### src/rtl/ofs_serial_port_pkg.sv
package ofs_serial_port_pkg;

    typedef enum logic {
        LD_ARMED,
        LD_FILLING
    } ld_state_t;

    typedef enum logic {
        RB_IDLE,
        RB_STREAM
    } rb_state_t;

    // Default offset code for each select value.
    function automatic logic [7:0] dflt_code(input logic [1:0] sel);
        logic [7:0] code;
        unique case (sel)
            2'b11:   code = 8'd255;
            2'b01:   code = 8'd127;
            2'b10:   code = 8'd63;
            default: code = 8'd7;
        endcase
        return code;
    endfunction

endpackage

### src/rtl/ofs_default_sel.sv
module ofs_default_sel
    import ofs_serial_port_pkg::*;
#(
    parameter int W = 14
) (
    input  logic [1:0]   sel,
    output logic [W-1:0] dflt
);
    logic [7:0] code;

    assign code = dflt_code(sel);

    generate
        if (W >= 8) begin : g_wide
            assign dflt = W'(code);
        end else begin : g_narrow
            // A narrow offset saturates to its maximum representable value.
            always_comb begin
                if (code > 8'((1 << W) - 1)) dflt = '1;
                else                         dflt = code[W-1:0];
            end
        end
    endgenerate
endmodule

### src/rtl/ofs_load_fsm.sv
module ofs_load_fsm
    import ofs_serial_port_pkg::*;
#(
    parameter int W = 14
) (
    input  logic           clk,
    input  logic           rst_n,
    input  logic           shift_en,
    input  logic           ser_in,
    input  logic [W-1:0]   dflt,
    output logic [2*W-1:0] act_chain,
    output logic           valid
);
    localparam int L  = 2 * W;
    localparam int CW = $clog2(L);
    localparam logic [CW-1:0] LAST = CW'(L - 1);

    ld_state_t     st, st_nx;
    logic [CW-1:0] cnt, cnt_nx;
    logic [L-1:0]  stage, stage_nx;
    logic          commit;

    always_comb begin
        st_nx    = st;
        cnt_nx   = cnt;
        stage_nx = stage;
        commit   = 1'b0;
        if (shift_en) begin
            stage_nx = {ser_in, stage[L-1:1]};
            unique case (st)
                LD_ARMED: begin
                    cnt_nx = CW'(1);
                    st_nx  = LD_FILLING;
                end
                LD_FILLING: begin
                    if (cnt == LAST) begin
                        cnt_nx = '0;
                        st_nx  = LD_ARMED;
                        commit = 1'b1;
                    end else begin
                        cnt_nx = cnt + CW'(1);
                    end
                end
            endcase
        end
    end

    always_ff @(posedge clk) begin
        if (!rst_n) begin
            st    <= LD_ARMED;
            cnt   <= '0;
            stage <= '0;
        end else begin
            st    <= st_nx;
            cnt   <= cnt_nx;
            stage <= stage_nx;
        end
    end

    always_ff @(posedge clk) begin
        if (!rst_n)      act_chain <= {dflt, dflt};
        else if (commit) act_chain <= stage_nx;
    end

    assign valid = (st == LD_ARMED);
endmodule

### src/rtl/ofs_readback.sv
module ofs_readback
    import ofs_serial_port_pkg::*;
#(
    parameter int L = 28
) (
    input  logic         clk,
    input  logic         rst_n,
    input  logic         rd_en,
    input  logic [L-1:0] chain,
    output logic         ser_out
);
    localparam int IW = $clog2(L);
    localparam logic [IW-1:0] LAST = IW'(L - 1);

    rb_state_t     rb, rb_nx;
    logic [IW-1:0] idx, idx_sel;

    always_comb begin
        rb_nx = rd_en ? RB_STREAM : RB_IDLE;
        unique case (rb)
            RB_IDLE:   idx_sel = '0;
            RB_STREAM: idx_sel = idx;
        endcase
    end

    always_ff @(posedge clk) begin
        if (!rst_n) rb <= RB_IDLE;
        else        rb <= rb_nx;
    end

    always_ff @(posedge clk) begin
        if (!rst_n) begin
            idx     <= '0;
            ser_out <= 1'b0;
        end else if (rd_en) begin
            ser_out <= chain[idx_sel];
            idx     <= (idx_sel == LAST) ? '0 : idx_sel + IW'(1);
        end
    end
endmodule

### src/rtl/ofs_serial_port.sv
module ofs_serial_port
    import ofs_serial_port_pkg::*;
#(
    parameter int DEPTH = 16384,
    parameter int W     = $clog2(DEPTH)
) (
    input  logic         shift_clk,
    input  logic         rst_n,
    input  logic [1:0]   dflt_sel,
    input  logic         load_n,
    input  logic         ser_in,
    input  logic         rdbk_n,
    output logic         ser_out,
    output logic [W-1:0] empty_ofs,
    output logic [W-1:0] full_ofs,
    output logic         ofs_valid
);
    localparam int L = 2 * W;

    logic           do_load;
    logic           do_read;
    logic [W-1:0]   dflt;
    logic [L-1:0]   chain;

    // A conflict (both enables low) selects neither operation.
    assign do_load = !load_n &&  rdbk_n;
    assign do_read =  load_n && !rdbk_n;

    ofs_default_sel #(.W(W)) u_dflt (
        .sel  (dflt_sel),
        .dflt (dflt)
    );

    ofs_load_fsm #(.W(W)) u_load (
        .clk       (shift_clk),
        .rst_n     (rst_n),
        .shift_en  (do_load),
        .ser_in    (ser_in),
        .dflt      (dflt),
        .act_chain (chain),
        .valid     (ofs_valid)
    );

    ofs_readback #(.L(L)) u_rdbk (
        .clk     (shift_clk),
        .rst_n   (rst_n),
        .rd_en   (do_read),
        .chain   (chain),
        .ser_out (ser_out)
    );

    assign empty_ofs = chain[W-1:0];
    assign full_ofs  = chain[L-1:W];
endmodule

### config.mk
export PLATFORM = sky130hd
export DESIGN_NAME = ofs_serial_port
export DESIGN_NICKNAME = d
export VERILOG_FILES = /design/src/rtl/ofs_serial_port_pkg.sv /design/src/rtl/ofs_default_sel.sv /design/src/rtl/ofs_load_fsm.sv /design/src/rtl/ofs_readback.sv /design/src/rtl/ofs_serial_port.sv
export SDC_FILE = /design/constraint.sdc
export NUM_CORES = 1
export LEC_CHECK = 0
export ABC_AREA = 1
export BUFFER_PORTS_ARGS = -buffer_cell sky130_fd_sc_hd__clkbuf_2
export CELL_PAD_IN_SITES_DETAIL_PLACEMENT = 0
export CELL_PAD_IN_SITES_GLOBAL_PLACEMENT = 1
export CORE_ASPECT_RATIO = 1.75
export CORE_MARGIN = 2
export CORE_UTILIZATION = 43
export CTS_CLUSTER_SIZE = 28
export DETAILED_ROUTE_END_ITERATION = 8
export PLACE_DENSITY = 0.89
export SLEW_MARGIN = 20
export SYNTH_ARGS = -nofsm -noshare
export SYNTH_HDL_FRONTEND = slang
export SYNTH_SLANG_ARGS = --single-unit
### constraint.sdc
create_clock -name shift_clk -period 2.6 [get_ports shift_clk]
set_input_delay 0.13 -clock shift_clk [delete_from_list [all_inputs] [get_ports shift_clk]]
set_output_delay 0.13 -clock shift_clk [all_outputs]
set_load 0.05 [all_outputs]
==> impl_metrics.py <==
metrics = {
    "timing": {
        "maxSlewViolCount": 0,
        "finalCritPeriodShare_pct": 75.4,
        "min_period_ns": 1.96,
        "finClkSkew_ns": 0.00777,
        "setup_viol": 0,
        "max_freq_mhz": 510,
        "whs_ns": 0.126,
        "worst_pin_slew_ns": 0.650,
        "tns_ns": 0,
        "rsz0062_at_grt": "false",
        "final_hold_viol_count": 0,
        "max_slew_margin_pct": 56.2,
    },
    "clock_network": {
        "clock_latency_ns": 0.33,
        "post_cts_buffers": 0,
        "numCtsBuffers": 9,
        "ctsHoldBuffers": 0,
        "numClockSinks": 69,
        "tritoncts": "yes",
        "clk_path_buf_depth": 2,
        "cts-htree-levels": 3,
        "path_clk_slew_ns": 0.06,
        "ctsResizeCount": 0,
        "root_buffer": "clkbuf_16",
    },
    "route": {
        "drc": 0,
        "first_pass_iters": 4,
        "wire_per_inst_um": 13.6,
        "vias": 2437,
        "first_iter_violations": 107,
        "ant_nets": 0,
        "wl_mm": 6.59,
        "via_per_inst": 5.05,
    },
    "floorplanning": {
        "rows": 40,
        "core_um2": 6810,
        "num_io_pins": 37,
        "initial_utilization_pct": 44.2,
        "die-area_um2": 7710,
        "fp.dieW_um": 67.2,
        "dieHeight_um": 115,
    },
    "pwr": {
        "vdd_drop_max_v": 0.000500,
        "power_density_nw_per_um2": 764,
        "leakage_nw": 1.56,
    },
    "setup_path": {
        "critPathMaxStageDelay_ns": 0.36,
        "cp_max_fo": 33,
        "slowest_stage": "dfxtp_1",
        "criticalPathCategory": "flip-flop to flip-flop",
        "crit_path_end_kind": "flip-flop",
        "rrSetupSlack_ns": 0.64,
        "path_cells": "ha_1, inv_1, nor3_4, nand2_4, nand2_1, buf_4",
        "worstPathRequired_ns": 2.62,
        "start_kind": "flip-flop",
        "arrival_ns": 1.98,
    },
    "logic_synthesis": {
        "synth_fp_nets": 372,
        "yosysTopAreaCell": "dfxtp_1",
        "yosys_register_bits": 69,
        "synthCells": 363,
        "ys_warn_count": 0,
        "syn_area_um2": 3010,
        "yosysSeqAreaShare_pct": 51.2,
        "synth_top_area_share_pct": 35.3,
        "syn_avg_cell_area_um2": 8.29,
        "synthDistinctLibCells": 31,
        "yosys-top-cells-area": "dfxtp_1, edfxtp_1, nor2_1",
    },
    "global_route": {
        "grt_antenna_before_repair": 0,
        "grt_max_degree": 37,
        "grtUsageTotal_pct": 18.5,
        "grt_pass1_wl_mm": 10.5,
        "grt_pass1_vias": 2283,
        "overflow": 0,
    },
    "final_layout": {
        "multiInputGateArea_um2": 1200,
        "nFillCells": 672,
        "n_antenna_cell": 0,
        "drive_gt1_share_pct": 16.3,
        "final-seq-area_um2": 1540,
        "final_core_util_pct": 51.4,
        "finalNetCount": 403,
        "area.growth.synth_to_final_pct": 16.3,
    },
    "place": {
        "dpl.hpwl_mm": 4.77,
        "gp_congestion": 0.815,
        "numPortBuffers": 36,
    },
    "flow_run": {
        "cap_violations": 0,
    },
    "outcome": {
        "status": "complete, no violations",
    },
    "min_path": {
        "hold_path.class": "input pin to flip-flop",
    },
}
cells in the mapped netlist:
cell      instances
ha_1              2
a21oi_1          35
inv_1            36
buf_6             4
clkbuf_8          1
buf_2             7
a31oi_1           1
nor2_2            1
o31ai_1          10
dfxtp_1          53
buf_1             1
nand2_1          44
inv_2             2
nor3_2            3
mux2i_1           9
buf_4             1
nor3_1            3
nor3b_1           1
nor2_1           65
a211oi_1          1
nor3_4            1
xnor2_1           1
clkbuf_1          5
nand2_4           3
nand2_2           2
nand3_1          23
o21ai_0          29
nor4_1            1
o211ai_1          1
edfxtp_1         16
xor2_1            1
per-stage QoR:
stage | worst slack [ns] | instance area (um^2) | power, mW | instances
6_report | 0.640 | 3500 | 2.67 | 483
5_1_grt | 0.401 | 3500 | 2.77 | 483
4_1_cts | 0.626 | 3500 | 2.71 | 483
3_5_place_dp | 0.635 | 3190 | 1.44 | 467
3_3_place_gp | 0.681 | 3190 | 1.44 | 467
2_1_floorplan | 0.790 | 3010 | 1.39 | 363
path summary, 6_finish.rpt:
path	end	cells past startpoint	start
max	u_load.act_chain[17]	6	u_load.cnt[0]
min	u_load.stage[27]	3	ser_in
max reg2reg	u_load.act_chain[17]	6	u_load.cnt[0]
min reg2reg	u_rdbk.ser_out	2	u_rdbk.ser_out
power by group:
| group | leakage [nW] | internal [mW] | total [mW] | switching (mW) |
|---|---|---|---|---|
| Combinational | 0.818 | 0.0610 | 0.242 | 0.181 |
| Clock | 0.154 | 0.830 | 1.26 | 0.426 |
| Sequential | 0.587 | 1.15 | 1.18 | 0.0294 |
per-layer routing:
metal	wire (um)	vias up	global-route usage, %
met2	3530	39	31.4
met1	2670	1119	20.3
met5	0	-	0
met3	206	13	3.74
li1	-	1266	-
met4	182	0	12.1
cell usage in the layout, fill, tap and decap left out, types with 9 or more instances in the layout:
| cell | count |
|---|---|
| clkbuf_16 | 9 |
| mux2i_1 | 9 |
| nand2_1 | 44 |
| edfxtp_1 | 16 |
| inv_1 | 36 |
| o21ai_0 | 29 |
| clkbuf_2 | 36 |
| a21oi_1 | 35 |
| nor2_1 | 65 |
| o31ai_1 | 10 |
| dfxtp_1 | 53 |
| nand3_1 | 23 |
kinds of logic after synthesis:
kind of cell             share of synthesized area, %
XOR/XNOR                                        0.582
flip-flops                                       51.2
buffers and inverters                            8.86
AND/OR/NAND/NOR                                  21.7
AO/OA/AOI/OAI                                    13.8
adder cells (fa/ha/maj)                         0.831
multiplexers                                     2.99
registers in the layout, indices dropped and copies added, names as in the netlist:
signal,count
u_load.act_chain,28
u_load.cnt,5
u_load.st,1
u_load.stage,28
u_rdbk.idx,5
u_rdbk.rb,1
u_rdbk.ser_out,1
critical path: cells and delay by family, from the launching register on:
kind | cells | cell delay [ns]
adders and majority gates | 1 | 0.16
buffers and inverters | 2 | 0.36
and+or+nand+nor | 3 | 0.77
DFF | 1 | 0.36
final cells by class:
| type | count | area share [%] |
|---|---|---|
| clock buffers | 10 | 6.54 |
| clock inverters | 6 | 2.25 |
| inverters | 38 | 4.07 |
| multi-input cells | 237 | 34.3 |
| flip-flops and latches | 69 | 44.0 |
| well taps | 84 | 3.00 |
| repair buffers | 39 | 5.79 |
(Power assumes the default switching activity.)
